### src/rtl/static_mem_seq.sv
module static_mem_seq #(
  parameter int AW = 24
) (
  input  logic          clk,
  input  logic          rst_n,
  input  logic [3:0]    cfg_we_dly,
  input  logic [3:0]    cfg_oe_dly,
  input  logic [4:0]    cfg_rd_len,
  input  logic [4:0]    cfg_wr_len,
  input  logic [3:0]    cfg_turn,
  input  logic [1:0]    cfg_width,
  input  logic          req_valid,
  output logic          req_ready,
  input  logic          req_write,
  input  logic [AW-1:0] req_addr,
  input  logic [15:0]   req_wdata,
  output logic          rsp_done,
  output logic [15:0]   rsp_rdata,
  output logic          mem_cs_n,
  output logic          mem_oe_n,
  output logic          mem_we_n,
  output logic [AW-1:0] mem_addr,
  output logic [15:0]   mem_dq_out,
  output logic          mem_dq_oe,
  input  logic [15:0]   mem_dq_in
);

  typedef enum logic [1:0] {S_IDLE, S_RD, S_WR, S_TURN} state_t;

  state_t        state;
  logic [5:0]    cnt;
  logic [AW-1:0] addr_q;
  logic [15:0]   wdata_q;

  logic        wide16;
  logic [5:0]  rd_last, wr_last, we_raw, we_start;
  logic [5:0]  turn_last;
  logic        start;

  assign wide16    = (cfg_width != 2'b00);
  assign rd_last   = {1'b0, cfg_rd_len};
  assign wr_last   = {1'b0, cfg_wr_len} + 6'd1;
  assign we_raw    = {2'b00, cfg_we_dly} + 6'd1;
  assign we_start  = (we_raw > wr_last) ? wr_last : we_raw;
  assign turn_last = (cfg_turn == 4'hF) ? 6'd14 : {2'b00, cfg_turn};

  assign req_ready = (state == S_IDLE) || (state == S_TURN && cnt == turn_last);
  assign start     = req_valid && req_ready;

  always_ff @(posedge clk or negedge rst_n) begin
    if (!rst_n) begin
      state     <= S_IDLE;
      cnt       <= '0;
      addr_q    <= '0;
      wdata_q   <= '0;
      rsp_done  <= 1'b0;
      rsp_rdata <= '0;
    end else begin
      rsp_done <= 1'b0;
      case (state)
        S_IDLE, S_TURN: begin
          if (start) begin
            state   <= req_write ? S_WR : S_RD;
            cnt     <= '0;
            addr_q  <= req_addr;
            wdata_q <= req_wdata;
          end else if (state == S_TURN) begin
            if (cnt == turn_last) state <= S_IDLE;
            else cnt <= cnt + 6'd1;
          end
        end
        S_RD: begin
          if (cnt == rd_last) begin
            state     <= S_TURN;
            cnt       <= '0;
            rsp_done  <= 1'b1;
            rsp_rdata <= wide16 ? mem_dq_in : {8'h00, mem_dq_in[7:0]};
          end else cnt <= cnt + 6'd1;
        end
        default: begin
          if (cnt == wr_last) begin
            state    <= S_TURN;
            cnt      <= '0;
            rsp_done <= 1'b1;
          end else cnt <= cnt + 6'd1;
        end
      endcase
    end
  end

  assign mem_cs_n   = !(state == S_RD || state == S_WR);
  assign mem_oe_n   = !(state == S_RD && cnt >= {2'b00, cfg_oe_dly});
  assign mem_we_n   = !(state == S_WR && cnt >= we_start);
  assign mem_dq_oe  = (state == S_WR);
  assign mem_addr   = addr_q;
  assign mem_dq_out = wide16 ? wdata_q : {8'h00, wdata_q[7:0]};

  // strobes idle high whenever chip select is released
  a_r1_idle_strobes: assert property (@(posedge clk) disable iff (!rst_n)
    mem_cs_n |-> (mem_oe_n && mem_we_n));

  a_r3_oe_rises_with_cs: assert property (@(posedge clk) disable iff (!rst_n)
    $rose(mem_oe_n) |-> mem_cs_n);

  a_r5_we_rises_with_cs: assert property (@(posedge clk) disable iff (!rst_n)
    $rose(mem_we_n) |-> mem_cs_n);

  a_r7_start_on_handshake: assert property (@(posedge clk) disable iff (!rst_n)
    $fell(mem_cs_n) |-> $past(req_valid && req_ready));

  a_r10_done_single: assert property (@(posedge clk) disable iff (!rst_n)
    rsp_done |=> !rsp_done);

  a_r10_done_after_access: assert property (@(posedge clk) disable iff (!rst_n)
    rsp_done |-> (mem_cs_n && $past(!mem_cs_n)));

  a_r11_no_oe_we_overlap: assert property (@(posedge clk) disable iff (!rst_n)
    !(!mem_oe_n && !mem_we_n));

endmodule

### config.mk
export PLATFORM = sky130hd
export DESIGN_NAME = static_mem_seq
export DESIGN_NICKNAME = d
export VERILOG_FILES = /design/src/rtl/static_mem_seq.sv
export SDC_FILE = /design/constraint.sdc
export NUM_CORES = 1
export LEC_CHECK = 0
export ABC_AREA = 0
export BUFFER_PORTS_ARGS = -buffer_cell sky130_fd_sc_hd__clkbuf_2
export CORE_UTILIZATION = 43
export DETAILED_ROUTE_END_ITERATION = 16
export PLACE_DENSITY = 0.73
export SKIP_CTS_REPAIR_TIMING = 1
export SLEW_MARGIN = 20
export SYNTH_ARGS = -nofsm -noshare
export SYNTH_HDL_FRONTEND = slang
export SYNTH_SLANG_ARGS = --single-unit
### constraint.sdc
create_clock -name clk -period 7 [get_ports clk]
set_input_delay 1.75 -clock clk [delete_from_list [all_inputs] [get_ports clk]]
set_output_delay 1.75 -clock clk [all_outputs]
set_load 0.05 [all_outputs]
# [After elaboration in Yosys (flattened, before gate mapping)]
# Cells that the tools add are included.
[totals] regBits=65 latch_bits=0 ramBits=0 mem_bits_ro=0 inputBits=84 n_memories=0
[classes] addsub=3 n_mul=0 div=0 n_lt_le_gt_ge=3 eq_ne=11 shifts=0 n_mux=20 n_bitwise=0 reduce_logical=17
[op_table] operator="two-way mux 6 bit" n=6
[op_table] operator="two-way mux 16 bit" n=2
[op_table] operator="two-way mux 2 bit" n=6
[op_table] operator="case mux 6 bit (2 select lines)" n=1
[op_table] operator="!= test 3 bit (second input constant)" n=3
[op_table] operator="adder 5 x 1 -> 6 bit (second input constant)" n=1
[op_table] operator="adder 6 x 1 -> 6 bit (second input constant)" n=1
[op_table] operator="equality test 6 x 4 -> 1 bit" n=1
[op_table] operator="equality test 6 x 5 -> 1 bit" n=1
[op_table] operator="equality test 6 bit" n=1
[op_table] operator=">= comparator 6 x 4 -> 1 bit" n=1
[op_table] operator=">= comparator 6 bit" n=1
[op_table] operator="greater-than comparator 5 x 6 -> 1 bit" n=1
[op_table] operator="AND reduction 2 bit" n=3
[op_table] operator="adder 4 x 1 -> 5 bit (second input constant)" n=1
[op_table] operator="equality test 2 bit (second input constant)" n=2
[op_table] operator="equality test 4 bit (second input constant)" n=1
[op_table] operator="logical AND 1 bit" n=4
[op_table] operator="two-way mux 4 bit" n=1
[op_table] operator="case mux 2 bit (2 select lines)" n=1
[op_table] operator="AND reduction 4 bit" n=1
[op_table] operator="logical NOT 1 bit" n=3
[op_table] operator="nonzero test 3 bit" n=1
[op_table] operator="equality test 2 x 1 -> 1 bit (second input constant)" n=1
[op_table] operator="other kinds (7)" n=9

# [Depth between registers and ports, before layout]
[depth] depth_word=8 depth_mapped=18 ltp_nobuf=18

# [Least setup slack after synthesis]
# OpenSTA, ideal clock, no wires.
[synth_path] kind="in2out" start="in cfg_wr_len[0]" end="out mem_we_n" arrival_ns=5.633 required_ns=5.250 slack_ns=-0.383 path_stages=18 cell_sequence="ha_1 > inv_1 > ha_1 > nor2b_1 > o21a_1 > o21a_1 > o21a_1 > o22ai_1 > nand2b_1 > mux2i_1 > ha_1 > nand2b_1 > a21o_1 > a21o_1 > a21o_1 > a21oi_1 > nor2b_1 > o21ai_0"
[synth_via] elab_chain_len=6
[synth_rtl] element="start, declared" line_no="9" rtl="input logic [4:0] cfg_wr_len,"
[synth_rtl] element="adder 5 x 1 -> 6 bit (*)" line_no="42" rtl="assign wr_last = {1'b0, cfg_wr_len} + 6'd1;"
[synth_rtl] element="greater-than comparator 5 x 6 -> 1 bit" line_no="44" rtl="assign we_start = (we_raw > wr_last) ? wr_last : we_raw;"
[synth_rtl] element="two-way mux 6 bit (*)" line_no="44"
[synth_rtl] element=">= comparator 6 bit (*)" line_no="93" rtl="assign mem_we_n = !(state == S_WR && cnt >= we_start);"
[synth_rtl] element="logical AND 1 bit (*)" line_no="93"
[synth_rtl] element="logical NOT 1 bit (*)" line_no="93"
[synth_rtl] element="end, declared" line_no="21" rtl="output logic mem_we_n,"
# Mark *: on every way between the ends. The rest lies on a longest branch, timed or not.

# [Final worst setup path]
[layout_path] start="in cfg_we_dly[0]" end="out mem_we_n"
[layout_via] elab_chain_len=6
[layout_rtl] element="start, declared" line_no="6" rtl="input logic [3:0] cfg_we_dly,"
[layout_rtl] element="adder 4 x 1 -> 5 bit (*)" line_no="43" rtl="assign we_raw = {2'b00, cfg_we_dly} + 6'd1;"
[layout_rtl] element="greater-than comparator 5 x 6 -> 1 bit" line_no="44"
[layout_rtl] element="two-way mux 6 bit (*)" line_no="44"
[layout_rtl] element=">= comparator 6 bit (*)" line_no="93"
[layout_rtl] element="logical AND 1 bit (*)" line_no="93"
[layout_rtl] element="logical NOT 1 bit (*)" line_no="93"
# Marks and branches as above.

==> reports/metrics.cfg <==
[min_path]
hold_class=flop to flop
hold_depth=2

[synthesis]
synth_edf_count=0
ys_ff_latch=65
yosys_most_used_dff=dfrtp_1
ys_seq_area_frac=0.456
async_flop_share=1.00
ys_types=45
synth_fp_nets=419
syn_area_per_cell_um2=11.4
netlist_area_um2=3560
ys_warn_count=0
syn_inst=313

[worst_setup_path]
worstPathCellList=clkbuf_2 > ha_1 > ha_1 > nor2b_1 > o21a_1 > o21a_1 > o21a_1 > o22ai_2 > nand2b_4 > mux2i_1 > ha_1 > nand2b_1 > a21o_1 > a21o_1 > a21o_1 > a21oi_1 > nor2b_1 > o21ai_2 > buf_6
ff2ff_path_depth=7
setup.worst_path.start_class=primary input
cp_max_fo=4
crit_cells=19
end_kind=output port
cpMaxStageDelayCell=ha_1
path_buf_inv=2
worst_ep_arrival_time_ps=5030
worstPathRequired_ps=5250
cpPeakStageDelay_ps=330
worstSetupPathType=primary input to output port
critical_path.top_delay_family=compound AO/OA/AOI/OAI gates
r2r_slack_ps=4390

[routing]
drt-vias-per-instance=5.11
ant_nets=0
vias=2869
wl_per_cell_um=14.8
route.detailed.drc=0
drt_wl_total_um=8280
first_iter_violations=58
firstDrtPassIters=4

[clock_tree]
cts_buffer_depth=2
cts_num_sinks=65
cts_htree_levels=3
clkLatencyLatePin_ps=340
cts.clk_slew.worst_paths_ps=70
cts_tree=built
cts_root_buf=clkbuf_8
cts_inserted_buffers=9

[floorplanning]
ioPinCount=146
die_w_um=93.0
row_count=32
initial_core_util=0.452
die_area_um2=8660
die_h_um=93.0
core-area_um2=7890

[status]
outcome=complete, no violations

[final_layout]
antenna_cells=0
area_delta_synth_final_pct=29.7
drive_above_1_share=0.501
postLayoutCoreUtil=0.586
layoutNonFillerInstCount=561
nets=560

[sta]
rsz0062_at_grt=false
fin_hold_ws_ps=489
worstMarginPinSlew_ps=843
fin_tns_setup_ps=0
fin_crit_ps=6780
fin_skew_ps=13.1
slew_violations=0
min_period_over_period=0.969
slew_headroom=0.437
fmax_mhz=147
setup_viol=0
hold_viol=0

[pwr]
p_total_mw=2.33
leakage_nw=2.38
pwr_density_cell_nw_per_um2=504
ir_drop_v=0.000331

[global_route]
grt_max_degree=66
grt_pass1_wl_um=13200
grt_pass1_vias=2932
grt_overflow=0
grtUsageTotal=0.197
antenna_found_initial=0

[place]
gp_congestion=0.810
portBuffers=145
dp.cells=544
dp.final_hpwl_um=6230

[flow_run]
maxCapViolCount=0

-- kinds of logic (layout without fill, tap and decap cells) --
logic type,count (synthesis),count (layout),synth area share
and+or+nand+nor,71,71,0.103
DFF,65,65,0.456
buffers and inverters,34,180,0.0513
other,1,1,0.00105
AOI/OAI and AO/OA,48,48,0.0973
adders and majority gates,22,22,0.0772
xor gates and xnor gates,17,17,0.0418
muxes,55,55,0.172
-- worst register-to-register path, delay by kind of cell, from the launching register on --
kind,cells,cell delay [ps]
muxes,1,370
buffers and inverters,1,240
DFF,1,610
and+or+nand+nor,3,750
xor gates and xnor gates,1,170
AOI/OAI and AO/OA,1,350
-- routing by layer --
layer / track usage / wire length, µm / vias up / part of all wire
met3: 0.0780 / 685 / 10 / 0.083
met4: 0.0628 / 112 / 0 / 0.014
li1: - / - / 1361 / -
met5: 0 / 0 / - / 0
met2: 0.341 / 4320 / 109 / 0.52
met1: 0.220 / 3160 / 1389 / 0.38
-- cell usage after synthesis (2+ instances only) --
| cell | count | area [µm²] |
|---|---|---|
| o21a_1 | 4 | 30.0 |
| xor2_1 | 4 | 35.0 |
| nand4_1 | 3 | 18.8 |
| a21o_1 | 5 | 37.5 |
| buf_4 | 14 | 105 |
| and3_1 | 3 | 18.8 |
| mux2i_1 | 4 | 40.0 |
| nand2_1 | 27 | 101 |
| nor2b_1 | 6 | 37.5 |
| o21ai_0 | 16 | 80.1 |
| nand3_1 | 5 | 25.0 |
| nor3_1 | 2 | 10.0 |
| clkbuf_1 | 4 | 15.0 |
| nand2b_1 | 6 | 37.5 |
| a31oi_1 | 2 | 12.5 |
| xnor2_1 | 13 | 114 |
| mux2_1 | 2 | 22.5 |
| ha_1 | 22 | 275 |
| a21oi_1 | 8 | 40.0 |
| dfrtp_1 | 65 | 1630 |
| inv_1 | 14 | 52.6 |
| and2_1 | 8 | 50.1 |
| a22o_2 | 2 | 20.0 |
| mux2_2 | 49 | 552 |
| nor2_1 | 5 | 18.8 |
-- per-stage QoR --
| step | worst slack, ps | instance area (µm²) |
|---|---|---|
| 6_report | 218 | 4620 |
| 5_1_grt | 55.7 | 4620 |
| 4_1_cts | 33.0 | 4560 |
| 3_5_place_dp | 37.3 | 4330 |
| 3_3_place_gp | 157 | 4330 |
| 2_1_floorplan | 253 | 3570 |
-- where the power goes --
group | switching, mW | internal, mW | total (mW)
Clock | 0.154 | 0.215 | 0.369
Sequential | 0.112 | 0.538 | 0.650
Combinational | 0.894 | 0.417 | 1.31
-- cell type report --
cell class              instances  area [µm²]
inverters                      14        52.6
clock buffers                  10         138
well taps                     102         128
repair buffers                150         790
clock inverters                 6        95.1
flip-flops and latches         65        1630
multi-input cells             214        1790
fillers                       662        3270
-- state kept, by name, summed over array words and instances, names as in the netlist --
name	count
cnt	6
mem_addr	24
rsp_done	1
rsp_rdata	16
state	2
wdata_q	16
-- cell usage in the layout (no fill, tap or decap), types with 3 or more instances in the layout --
| cell | n |
|---|---|
| clkbuf_2 | 144 |
| dfrtp_1 | 65 |
| mux2_2 | 49 |
| nand2_1 | 27 |
| ha_1 | 21 |
| o21ai_0 | 15 |
| inv_1 | 14 |
| xnor2_1 | 13 |
| clkbuf_8 | 10 |
| and2_1 | 8 |
| a21oi_1 | 8 |
| nor2b_1 | 6 |
| nand3_1 | 5 |
| nand2b_1 | 5 |
| a21o_1 | 5 |
| xor2_1 | 4 |
| o21a_1 | 4 |
| nor2_1 | 4 |
| mux2i_1 | 4 |
| buf_4 | 4 |
| nand4_1 | 3 |
| and3_1 | 3 |
| inv_6 | 3 |
-- path summary, 6_finish.rpt --
check                                   start       endpoint
worst max-delay path            cfg_we_dly[0]       mem_we_n
worst min-delay path            rsp_rdata[11]  rsp_rdata[11]
worst max register to register         cnt[2]   mem_addr[12]
worst min register to register  rsp_rdata[11]  rsp_rdata[11]
max in group asynchronous               rst_n         cnt[0]
min in group asynchronous               rst_n   mem_addr[16]
Note: power is estimated with default switching activity, not from simulation.
